===== src/rtl/wwin_pkg.sv =====
package wwin_pkg;
    typedef enum logic [1:0] {MK_CLEAN, MK_DIRTY, MK_ERASED} mark_e;
    typedef enum logic {FL_IDLE, FL_WALK} flush_e;
endpackage


===== src/rtl/wwin_range_chk.sv =====
module wwin_range_chk #(
    parameter int CW = 5
) (
    input  logic          is_open,
    input  logic [CW-1:0] size,
    input  logic [CW-1:0] off,
    input  logic [CW-1:0] cnt,
    output logic          fits
);
    logic [CW:0] end_blk;
    always_comb begin
        end_blk = {1'b0, off} + {1'b0, cnt};
        fits    = is_open && (size != '0) && (end_blk <= {1'b0, size});
    end
endmodule


===== src/rtl/wwin_mark_store.sv =====
module wwin_mark_store
    import wwin_pkg::*;
#(
    parameter int NBLK = 16,
    parameter int CW   = $clog2(NBLK) + 1,
    parameter int IW   = $clog2(NBLK)
) (
    input  logic            clk,
    input  logic            rst_n,
    input  logic            clr_all,
    input  logic            set_en,
    input  logic            set_erase,
    input  logic [CW-1:0]   set_off,
    input  logic [CW-1:0]   set_cnt,
    input  logic            drop_en,
    input  logic [IW-1:0]   drop_idx,
    output logic [NBLK-1:0] dirty_vec,
    output logic [NBLK-1:0] erased_vec
);
    typedef struct {
        mark_e m [NBLK];
    } store_t;

    store_t st_d, st_q;
    logic [CW:0] lim;

    always_comb begin
        st_d = st_q;
        lim  = {1'b0, set_off} + {1'b0, set_cnt};
        for (int i = 0; i < NBLK; i++) begin
            if (clr_all) begin
                st_d.m[i] = MK_CLEAN;
            end else begin
                if (drop_en && (drop_idx == IW'(i)))
                    st_d.m[i] = MK_CLEAN;
                if (set_en && ((CW+1)'(i) >= {1'b0, set_off}) && ((CW+1)'(i) < lim))
                    st_d.m[i] = set_erase ? MK_ERASED : MK_DIRTY;
            end
        end
    end

    always_ff @(posedge clk or negedge rst_n) begin
        if (!rst_n) begin
            for (int i = 0; i < NBLK; i++) st_q.m[i] <= MK_CLEAN;
        end else begin
            st_q <= st_d;
        end
    end

    for (genvar g = 0; g < NBLK; g++) begin : g_vec
        assign dirty_vec[g]  = (st_q.m[g] == MK_DIRTY);
        assign erased_vec[g] = (st_q.m[g] == MK_ERASED);
    end
endmodule


===== src/rtl/wwin_flush_seq.sv =====
module wwin_flush_seq
    import wwin_pkg::*;
#(
    parameter int NBLK = 16,
    parameter int IW   = $clog2(NBLK)
) (
    input  logic            clk,
    input  logic            rst_n,
    input  logic            abort,
    input  logic            start,
    input  logic [NBLK-1:0] dirty_vec,
    input  logic [NBLK-1:0] erased_vec,
    input  logic            wb_ready,
    output logic            wb_valid,
    output logic [IW-1:0]   wb_index,
    output logic            wb_erase,
    output logic            busy,
    output logic            done,
    output logic            drop_en,
    output logic [IW-1:0]   drop_idx
);
    typedef struct packed {
        flush_e st;
        logic   done;
    } seq_t;

    seq_t s_d, s_q;
    logic [NBLK-1:0] pend;
    logic [IW-1:0]   low;

    always_comb begin
        pend = dirty_vec | erased_vec;
        low  = '0;
        for (int i = NBLK - 1; i >= 0; i--)
            if (pend[i]) low = IW'(i);
    end

    always_comb begin
        s_d      = s_q;
        s_d.done = 1'b0;
        wb_valid = 1'b0;
        drop_en  = 1'b0;
        if (abort) begin
            s_d.st = FL_IDLE;
        end else if (s_q.st == FL_IDLE) begin
            if (start) s_d.st = FL_WALK;
        end else if (|pend) begin
            wb_valid = 1'b1;
            drop_en  = wb_ready;
        end else begin
            s_d.done = 1'b1;
            s_d.st   = FL_IDLE;
        end
    end

    always_ff @(posedge clk or negedge rst_n) begin
        if (!rst_n) s_q <= '{st: FL_IDLE, done: 1'b0};
        else        s_q <= s_d;
    end

    assign wb_index = low;
    assign wb_erase = erased_vec[low];
    assign drop_idx = low;
    assign busy     = (s_q.st == FL_WALK);
    assign done     = s_q.done;
endmodule


===== src/rtl/wwin_tracker.sv =====
module wwin_tracker #(
    parameter int NBLK = 16,
    parameter int IW   = $clog2(NBLK),
    parameter int CW   = IW + 1
) (
    input  logic          clk,
    input  logic          rst_n,
    input  logic          win_open,
    input  logic          win_close,
    input  logic [CW-1:0] win_blocks,
    input  logic          mark_valid,
    input  logic          mark_erase,
    input  logic [CW-1:0] mark_off,
    input  logic [CW-1:0] mark_cnt,
    output logic          mark_ack,
    output logic          mark_ok,
    input  logic          flush_start,
    output logic          flush_done,
    output logic          wb_valid,
    input  logic          wb_ready,
    output logic [IW-1:0] wb_index,
    output logic          wb_erase,
    input  logic [IW-1:0] rd_block,
    input  logic [7:0]    rd_data_in,
    output logic [7:0]    rd_data_out
);
    typedef struct packed {
        logic [CW-1:0] size;
        logic          open;
        logic          ack;
        logic          ok;
    } top_t;

    top_t t_d, t_q;
    logic fits, take, clr_all, busy, drop_en;
    logic [IW-1:0]   drop_idx;
    logic [NBLK-1:0] dirty_vec, erased_vec;

    assign clr_all = win_open | win_close;

    wwin_range_chk #(.CW(CW)) rng_i (
        .is_open(t_q.open), .size(t_q.size), .off(mark_off), .cnt(mark_cnt), .fits(fits)
    );

    assign take = mark_valid && fits && !busy && !clr_all;

    wwin_mark_store #(.NBLK(NBLK), .CW(CW), .IW(IW)) store_i (
        .clk(clk), .rst_n(rst_n), .clr_all(clr_all),
        .set_en(take), .set_erase(mark_erase), .set_off(mark_off), .set_cnt(mark_cnt),
        .drop_en(drop_en), .drop_idx(drop_idx),
        .dirty_vec(dirty_vec), .erased_vec(erased_vec)
    );

    wwin_flush_seq #(.NBLK(NBLK), .IW(IW)) seq_i (
        .clk(clk), .rst_n(rst_n), .abort(clr_all), .start(flush_start),
        .dirty_vec(dirty_vec), .erased_vec(erased_vec), .wb_ready(wb_ready),
        .wb_valid(wb_valid), .wb_index(wb_index), .wb_erase(wb_erase),
        .busy(busy), .done(flush_done), .drop_en(drop_en), .drop_idx(drop_idx)
    );

    always_comb begin
        t_d     = t_q;
        t_d.ack = mark_valid;
        t_d.ok  = take;
        if (win_open) begin
            t_d.open = 1'b1;
            t_d.size = win_blocks;
        end else if (win_close) begin
            t_d.open = 1'b0;
        end
    end

    always_ff @(posedge clk or negedge rst_n) begin
        if (!rst_n) t_q <= '0;
        else        t_q <= t_d;
    end

    assign mark_ack    = t_q.ack;
    assign mark_ok     = t_q.ok;
    assign rd_data_out = erased_vec[rd_block] ? 8'hFF : rd_data_in;
endmodule


===== config.mk =====
export PLATFORM = sky130hd
export DESIGN_NAME = wwin_tracker
export DESIGN_NICKNAME = d
export VERILOG_FILES = /design/src/rtl/wwin_pkg.sv /design/src/rtl/wwin_range_chk.sv /design/src/rtl/wwin_mark_store.sv /design/src/rtl/wwin_flush_seq.sv /design/src/rtl/wwin_tracker.sv
export SDC_FILE = /design/constraint.sdc
export NUM_CORES = 1
export LEC_CHECK = 0
export BUFFER_PORTS_ARGS = -buffer_cell sky130_fd_sc_hd__buf_2
export CAP_MARGIN = 20
export CORE_ASPECT_RATIO = 1.2
export CORE_MARGIN = 4
export CORE_UTILIZATION = 30
export DETAILED_ROUTE_END_ITERATION = 8
export SYNTH_ARGS = -nofsm -noshare
export SYNTH_HDL_FRONTEND = slang
export SYNTH_SLANG_ARGS = --single-unit

===== constraint.sdc =====
create_clock -name clk -period 2.79 [get_ports clk]
set_input_delay 0.1395 -clock clk [delete_from_list [all_inputs] [get_ports clk]]
set_output_delay 0.1395 -clock clk [all_outputs]
set_load 0.005 [all_outputs]

==> summary.txt, run 1 <==
Global route
  • Via count of the first global-routing pass: 3053
  • Global route total overflow: 0
  • Pin count of the biggest net entering global routing: 43
  • Overall track demand over capacity in global routing: roughly 15%
  • Antenna violations before repair: 0
  • First-pass GRT wire length: 15150 um

Clock tree
  • CTS tree: done
  • Clock transition at the registers of the reported paths: 0.06 ns
  • Number of buffers added by the clock tree synthesis step: 5
  • Number of H-tree levels: 2
  • Master cell of the clock root buffer: sky130_fd_sc_hd__clkbuf_16
  • Total clock sinks: 42
  • Deepest clock path buffer count: 2
  • Insertion delay of the later-clocked pin in the worst-skew pair: 0.29 ns

Pwr
  • Cell Pwr Density: around 380 mW/mm2
  • IR Drop Worst-Case VDD: 241.1 uV
  • Leakage power summed over all cells: roughly 1.9 nW

Layout
  • Number of filler cells placed in the layout: 1040
  • Area Overhead vs Synth: 27.51%
  • Number of diodes: 0
  • Most frequent standard cell in the layout excluding fill and tap cells: sky130_fd_sc_hd__buf_2
  • Fin cells: 546
  • Layout Utilization: 39.48%
  • Commonest cells after routing, fill and taps aside: 51 x sky130_fd_sc_hd__buf_2, 42 x sky130_fd_sc_hd__dfrtp_1, 33 x sky130_fd_sc_hd__nand3_1, 27 x sky130_fd_sc_hd__nand2_1, 25 x sky130_fd_sc_hd__inv_1
  • Proportion of layout cells with a drive suffix above 1: 38.13%
  • Number of nets at the end of the flow: 478

Critical path
  • Worst Reg2Reg Path Length in Cells: 8
  • Data required time at the worst endpoint: 2.65 ns
  • Worst setup path category: reg2out
  • CP max stage delay: 0.53 ns
  • CP Cell Sequence: ha_4 -> nand3_4 -> a21oi_4 -> nand2_1 -> o21a_2 -> inv_4 -> mux4_2 -> nand3_2 -> o41ai_2 -> a211o_1 -> buf_2
  • Worst-path cell with the longest stage delay: sky130_fd_sc_hd__mux4_2
  • Setup crit start kind: flip-flop
  • Worst path bufs/invs: 2
  • Family with the most delay on the worst path: compound AO/OA/AOI/OAI gates
  • Slack of the worst reg-to-reg path: 0.25 ns
  • Data arrival, critical path: ~2.7 ns
  • CP max FO: 5
  • Nature of the critical path endpoint: primary output
  • Capture instance of the worst register-to-register path: store_i.st_q[5]
  • Worst r2r src: store_i.st_q[21]

Worst hold path
  • Hold Crit Class: in2async

Timing
  • Final Critical Period: 2.851 ns
  • Worst slew slack as a fraction of its limit: 35.59%
  • Final worst path period share: 102.2%
  • Post-Route Skew: 0.007318 ns
  • Measured slew at the worst slew-check pin: 0.9662 ns
  • Highest achievable clock rate: 0.3507 GHz
  • Max-slew violation count: 0
  • Crit path setup slack, layout: -0.06148 ns
  • Final hold viol count: 0
  • RSZ-0062 raised after global routing: true
  • Setup-violating endpoint count in the final report: 1

Placed design
  • Cells after DPL: 531
  • Dpl hpwl: slightly above 7000 um
  • RD Place Congestion: 0.9329
  • IO Port Bufs: 51

Die
  • Vert. Die Dim: ~120 um
  • Number of placement rows: 41
  • Effective utilization at floorplan: 30.97%
  • Core Region: 0.01062 mm2
  • Area of the die: 0.01271 mm2
  • Num ports: 52
  • Chip Width: just over 100 um

Synth
  • Dominant cells by area after synthesis: sky130_fd_sc_hd__dfrtp_1 32%, sky130_fd_sc_hd__ha_1 9.9%, sky130_fd_sc_hd__mux2i_1 7.0%
  • Syn_area_per_cell: 9.586 um2
  • Commonest register cell after synthesis: sky130_fd_sc_hd__dfrtp_1
  • Sequential element share of the synthesized area: 31.96%
  • Number of standard cells after synthesis: roughly 340
  • Number of synthesized flops with an enable pin: 0
  • Netlist Area Pre-Place: 0.003288 mm2
  • Synthesis-stage register bit count: 42
  • Post-synth cell types: between 50 and 60
  • Synthesis warning total: 0
  • Post-Syn Nets: roughly 400
  • Top cell type's share of synthesized area: 31.96%
  • Share of synthesized flip-flops with an asynchronous set or reset: 100.0%
  • Leading area contributor after synthesis: sky130_fd_sc_hd__dfrtp_1

Route
  • Via-to-Cell Ratio: around 5.4
  • Post-Route WL: about 9200 um
  • 1st-iter DRT viols: 111
  • Number of vias after detailed routing: 2941
  • Routed wire length per instance: 16.81 um
  • DRC violation count after routing: 0
  • Number of nets still failing antenna checks after routing: 0
  • Number of detailed-routing iterations run before antenna repair: 4

Outcome
  • Violations in the final reports: negative setup slack
  • Run status: finished, violations left

Job
  • Number of max-cap violations: 0
## cell usage after synthesis, drive strengths merged (3+ instances only)
cell    count
dfrtp      42
nand3      38
inv        31
nand2      28
nor2       27
ha         26
mux2i      23
o21ai      16
nand4      14
or2        10
clkbuf      8
mux4        8
a21oi       7
a211oi      4
mux2        4
o211ai      4
o221ai      4
o31ai       4
a31oi       3
and2        3
nor3        3
nor4        3
o21a        3
o221a       3
xnor2       3
## layout make-up
| type | instances | area (um2) | share of cell area (%) |
|---|---|---|---|
| Timing Repair Buffer | 76 | 445.4 | 10.62 |
| Sequential cell | 42 | 1051 | 25.07 |
| Clock inverter | 3 | 25.02 | 0.5968 |
| Multi-Input combinational cell | 260 | 2266 | 54.04 |
| Tap cell | 129 | 161.4 | 3.850 |
| Inverter | 31 | 118.9 | 2.835 |
| Clock buffer | 5 | 125.1 | 2.984 |
## report_power, final
group	leakage [nW]	switching, W	internal [W]
Sequential	0.571	0.00000685	0.000619
Clock	0.0704	0.000262	0.000337
Combinational	1.27	0.000208	0.000141
Total	1.91	0.000476	0.00110
## cells by family after synthesis
family,Yosys count,share of synthesized area [%]
fa+ha+maj,27,10.50
simple gates,137,22.98
flops,42,31.96
buf+inv,41,5.137
compound gates,58,14.42
mux,35,13.96
xor+xnor,3,1.028
## per-layer routing
metal / part of all wire (%) / wire length [um] / track usage [%] / up-vias
met5: 0 / 0 / 0 / -
met2: 47 / 4350 / 25.04 / 83
met3: 5.2 / 477 / 2.893 / 22
li1: - / - / - / 1412
met4: 3.0 / 274 / 5.985 / 0
met1: 44 / 4075 / 18.47 / 1424
## sequential cells by signal, indices dropped and copies added (netlist names)
register and count:
store_i.st_q 32, mark_ok 1, t_q 6, seq_i.done 1, mark_ack 1, seq_i.busy 1
## worst max path at each step
stage / to / startpoint / cells past startpoint
floorplan: store_i.st_q[5] / mark_off[0] / 11
global placement: store_i.st_q[5] / mark_off[0] / 13
detailed placement: store_i.st_q[5] / mark_off[0] / 13
CTS: wb_erase / store_i.st_q[27] / 11
global route: wb_erase / store_i.st_q[31] / 11
finish: wb_erase / store_i.st_q[31] / 11
## through the flow
stage	power, W	setup TNS (ns)	worst slack [ns]	hold WS, ns	cell area [um2]
global route	0.001647	-0.1845	-0.1608	0.07368	4193
detailed placement	0.0009596	-5.169	-0.2225	0.2686	3791
finish	0.001573	-0.06148	-0.06148	0.007927	4193
CTS	0.001569	-0.02836	-0.02836	0.05244	4061
floorplan	0.0008351	0	0.03084	-0.1561	3292
global placement	0.0009530	-2.298	-0.1344	0.2635	3791
## repair_timing
| action | CTS | global route |
|---|---|---|
| pin swaps | 5 | 12 |
| resized for setup | 15 | 22 |
| endpoints found under the hold margin | 1 | 0 |
| hold buffers | 1 | 0 |
| setup endpoints to repair | 1 | 25 |
| buffers inserted | 2 | 4 |
(Power assumes the default switching activity.)
==> run 2, diff against run 1 <==
CELL_PAD_IN_SITES_DETAIL_PLACEMENT = 1   (was default)
CELL_PAD_IN_SITES_GLOBAL_PLACEMENT = 1   (was default)
PLACE_DENSITY_LB_ADDON = 0.1   (was default)
==> summary.txt, run 2 (synthesis gave the netlist of run 1 again) <==
Outcome
  • Run status: finished, violations left
  • Violations in the final reports: negative setup slack

Pwr
  • IR Drop Worst-Case VDD: 296.5 uV
  • Pwr Total: 0.001657 W
  • Leakage power summed over all cells: 1.961 nW
  • Cell Pwr Density: a little under 400 mW/mm2

Layout
  • Top flop regs: store_i.st_q (32), t_q (6)
  • Commonest cells after routing, fill and taps aside: 51 x sky130_fd_sc_hd__buf_2, 42 x sky130_fd_sc_hd__dfrtp_1, 33 x sky130_fd_sc_hd__nand3_1, 32 x sky130_fd_sc_hd__buf_4, 30 x sky130_fd_sc_hd__inv_1
  • Number of nets at the end of the flow: between 400 and 500
  • Most frequent standard cell in the layout excluding fill and tap cells: sky130_fd_sc_hd__buf_2
  • Layout Utilization: between 30% and 40%
  • Proportion of layout cells with a drive suffix above 1: 36.30%
  • Area Overhead vs Synth: 29.03%
  • Max FFs per register: 32
  • Largest register by flop count: store_i.st_q
  • Number of diodes: 0

Critical path
  • Worst setup endpoint: wb_erase
  • Data arrival, critical path: approximately 2.7 ns
  • Worst Reg2Reg Path Length in Cells: 15
  • Capture instance of the worst register-to-register path: store_i.st_q[10]
  • CP Cell Sequence: ha_4 -> nand3_2 -> a21oi_2 -> nand2_1 -> o21a_2 -> inv_4 -> mux4_2 -> o21ai_2 -> a21oi_2 -> a211o_1 -> buf_2
  • Critical path depth in cells: 11
  • Worst r2r src: store_i.st_q[26]
  • CP max stage delay: 0.51 ns
  • Critical path origin: store_i.st_q[31]
  • Slack of the worst reg-to-reg path: 0.17 ns
  • Worst-path cell with the longest stage delay: sky130_fd_sc_hd__mux4_2
  • Setup crit start kind: flip-flop
  • Family with the most delay on the worst path: compound AO/OA/AOI/OAI gates
  • Cell repeated most along the worst path: sky130_fd_sc_hd__a21oi_2
  • Data required time at the worst endpoint: 2.65 ns
  • Worst path bufs/invs: 2
  • Worst setup path category: reg2out
  • Nature of the critical path endpoint: primary output
  • CP max FO: 5

Placed design
  • Setup slack after placement: -0.2062 ns
  • Dpl hpwl: 8401 um
  • RD Place Congestion: around 0.8
  • IO Port Bufs: 51

Clock tree
  • Deepest clock path buffer count: 2
  • Insertion delay of the later-clocked pin in the worst-skew pair: about 0.29 ns
  • Total clock sinks: 42
  • CTS tree: done
  • Number of buffers added by the clock tree synthesis step: 5
  • Clock transition at the registers of the reported paths: 0.06 ns
  • Number of H-tree levels: 2
  • Master cell of the clock root buffer: sky130_fd_sc_hd__clkbuf_16

Timing
  • Crit path setup slack, layout: -0.04417 ns
  • Highest achievable clock rate: 0.3528 GHz
  • Final hold viol count: 0
  • Measured slew at the worst slew-check pin: 0.6274 ns
  • Final Critical Period: 2.834 ns
  • Worst hold slack after final layout: ~0.053 ns
  • RSZ-0062 raised after global routing: true
  • Post-Route Skew: 0.004111 ns
  • Worst slew slack as a fraction of its limit: 58.17%
  • Setup-violating endpoint count in the final report: 1
  • Final worst path period share: 101.6%
  • Max-slew violation count: 0

Global route
  • First-pass GRT wire length: around 17000 um
  • Overall track demand over capacity in global routing: 16.89%
  • Pin count of the biggest net entering global routing: 43
  • Global route total overflow: 0
  • Antenna violations before repair: 0
  • Via count of the first global-routing pass: about 3.0k

Die
  • Chip Width: 103.6 um
  • Num ports: 52
  • Area of the die: roughly 0.013 mm2
  • Effective utilization at floorplan: 30.97%
  • Vert. Die Dim: 122.7 um
  • Number of placement rows: 41
  • Core Region: 0.01062 mm2

Route
  • Via-to-Cell Ratio: about 5.2
  • Number of nets still failing antenna checks after routing: 0
  • Number of vias after detailed routing: around 3k
  • DRC violation count after routing: 0
  • Routed wire length per instance: 18.80 um
  • Number of detailed-routing iterations run before antenna repair: 4
  • Post-Route WL: between 10000 and 15000 um
  • 1st-iter DRT viols: a little over 80

Job
  • Number of max-cap violations: 0

Worst hold path
  • Hold Crit Class: in2reg
==> run 2: cell count changes in the layout (fill, tap and decap cells not counted), sizes merged <==
cell | before | now
buf | 75 | 84
bufinv | 0 | 1
clkbuf | 5 | 7
clkinv | 1 | 0
clkinvlp | 1 | 0
dlygate4sd3 | 1 | 2
inv | 32 | 31
==> run 2: area by class of cell <==
type | instances | area [um2]
clock buffer | 7 | 132.6
clock inverter | 1 | 30.03
fill | 1227 | 6376
inverter | 31 | 118.9
multi-input combinational | 260 | 2213
sequential | 42 | 1051
tap | 129 | 161.4
timing repair buffer | 86 | 535.5
==> run 2: what timing repair did <==
| item | 4_1_cts | 5_1_grt |
|---|---|---|
| hold endpoints to repair | 1 | 42 |
| setup endpoints to repair | 1 | 30 |
| gates resized for setup | 13 | 8 |
| hold buffers | 1 | 1 |
| pin swaps | 11 | 7 |
| setup buffers | 6 | 2 |
==> run 2: per-stage QoR <==
step | TNS (ns) | instance area (um2) | cells
after floorplan | 0 | 3292 | 343
after global placement | -2.233 | 3839 | 537
after detailed placement | -4.767 | 3839 | 537
after CTS | -0.05578 | 4164 | 552
after global routing | -0.1581 | 4243 | 556
final | -0.04417 | 4243 | 556
==> run 2: power breakdown <==
part	leakage [nW]	internal (W)	total, W	switching, W
sequential	0.571	0.000620	0.000627	0.00000763
combinational	1.31	0.000149	0.000358	0.000209
clock	0.0781	0.000424	0.000672	0.000248
total	1.96	0.00119	0.00166	0.000465
==> run 2: how the worst min path moves through the flow <==
stage	from	end	slack [ns]	cells after the start
3_3_place_gp	mark_valid	mark_ack	0.27	1
4_1_cts	win_blocks[3]	t_q[6]	0.05	3
6_report	win_blocks[3]	t_q[6]	0.05	3
5_1_grt	win_blocks[2]	t_q[5]	0.06	3
3_5_place_dp	mark_valid	mark_ack	0.27	1
2_1_floorplan	rst_n	mark_ack	-0.16	0
==> run 2: routing by layer <==
| metal | vias to the layer above | GRT usage, % | share of wire, % |
|---|---|---|---|
| met4 | 0 | 4.239 | 0.98 |
| met3 | 7 | 3.051 | 4.2 |
| met1 | 1427 | 20.67 | 44 |
| met2 | 60 | 30.89 | 51 |
| li1 | 1424 | - | - |
| met5 | - | 0 | 0 |
==> run 2: worst min-delay path: stages <==
cell and delay, ns:
sky130_fd_sc_hd__buf_2 0.07, sky130_fd_sc_hd__nand2_1 0.04, sky130_fd_sc_hd__o21ai_0 0.05
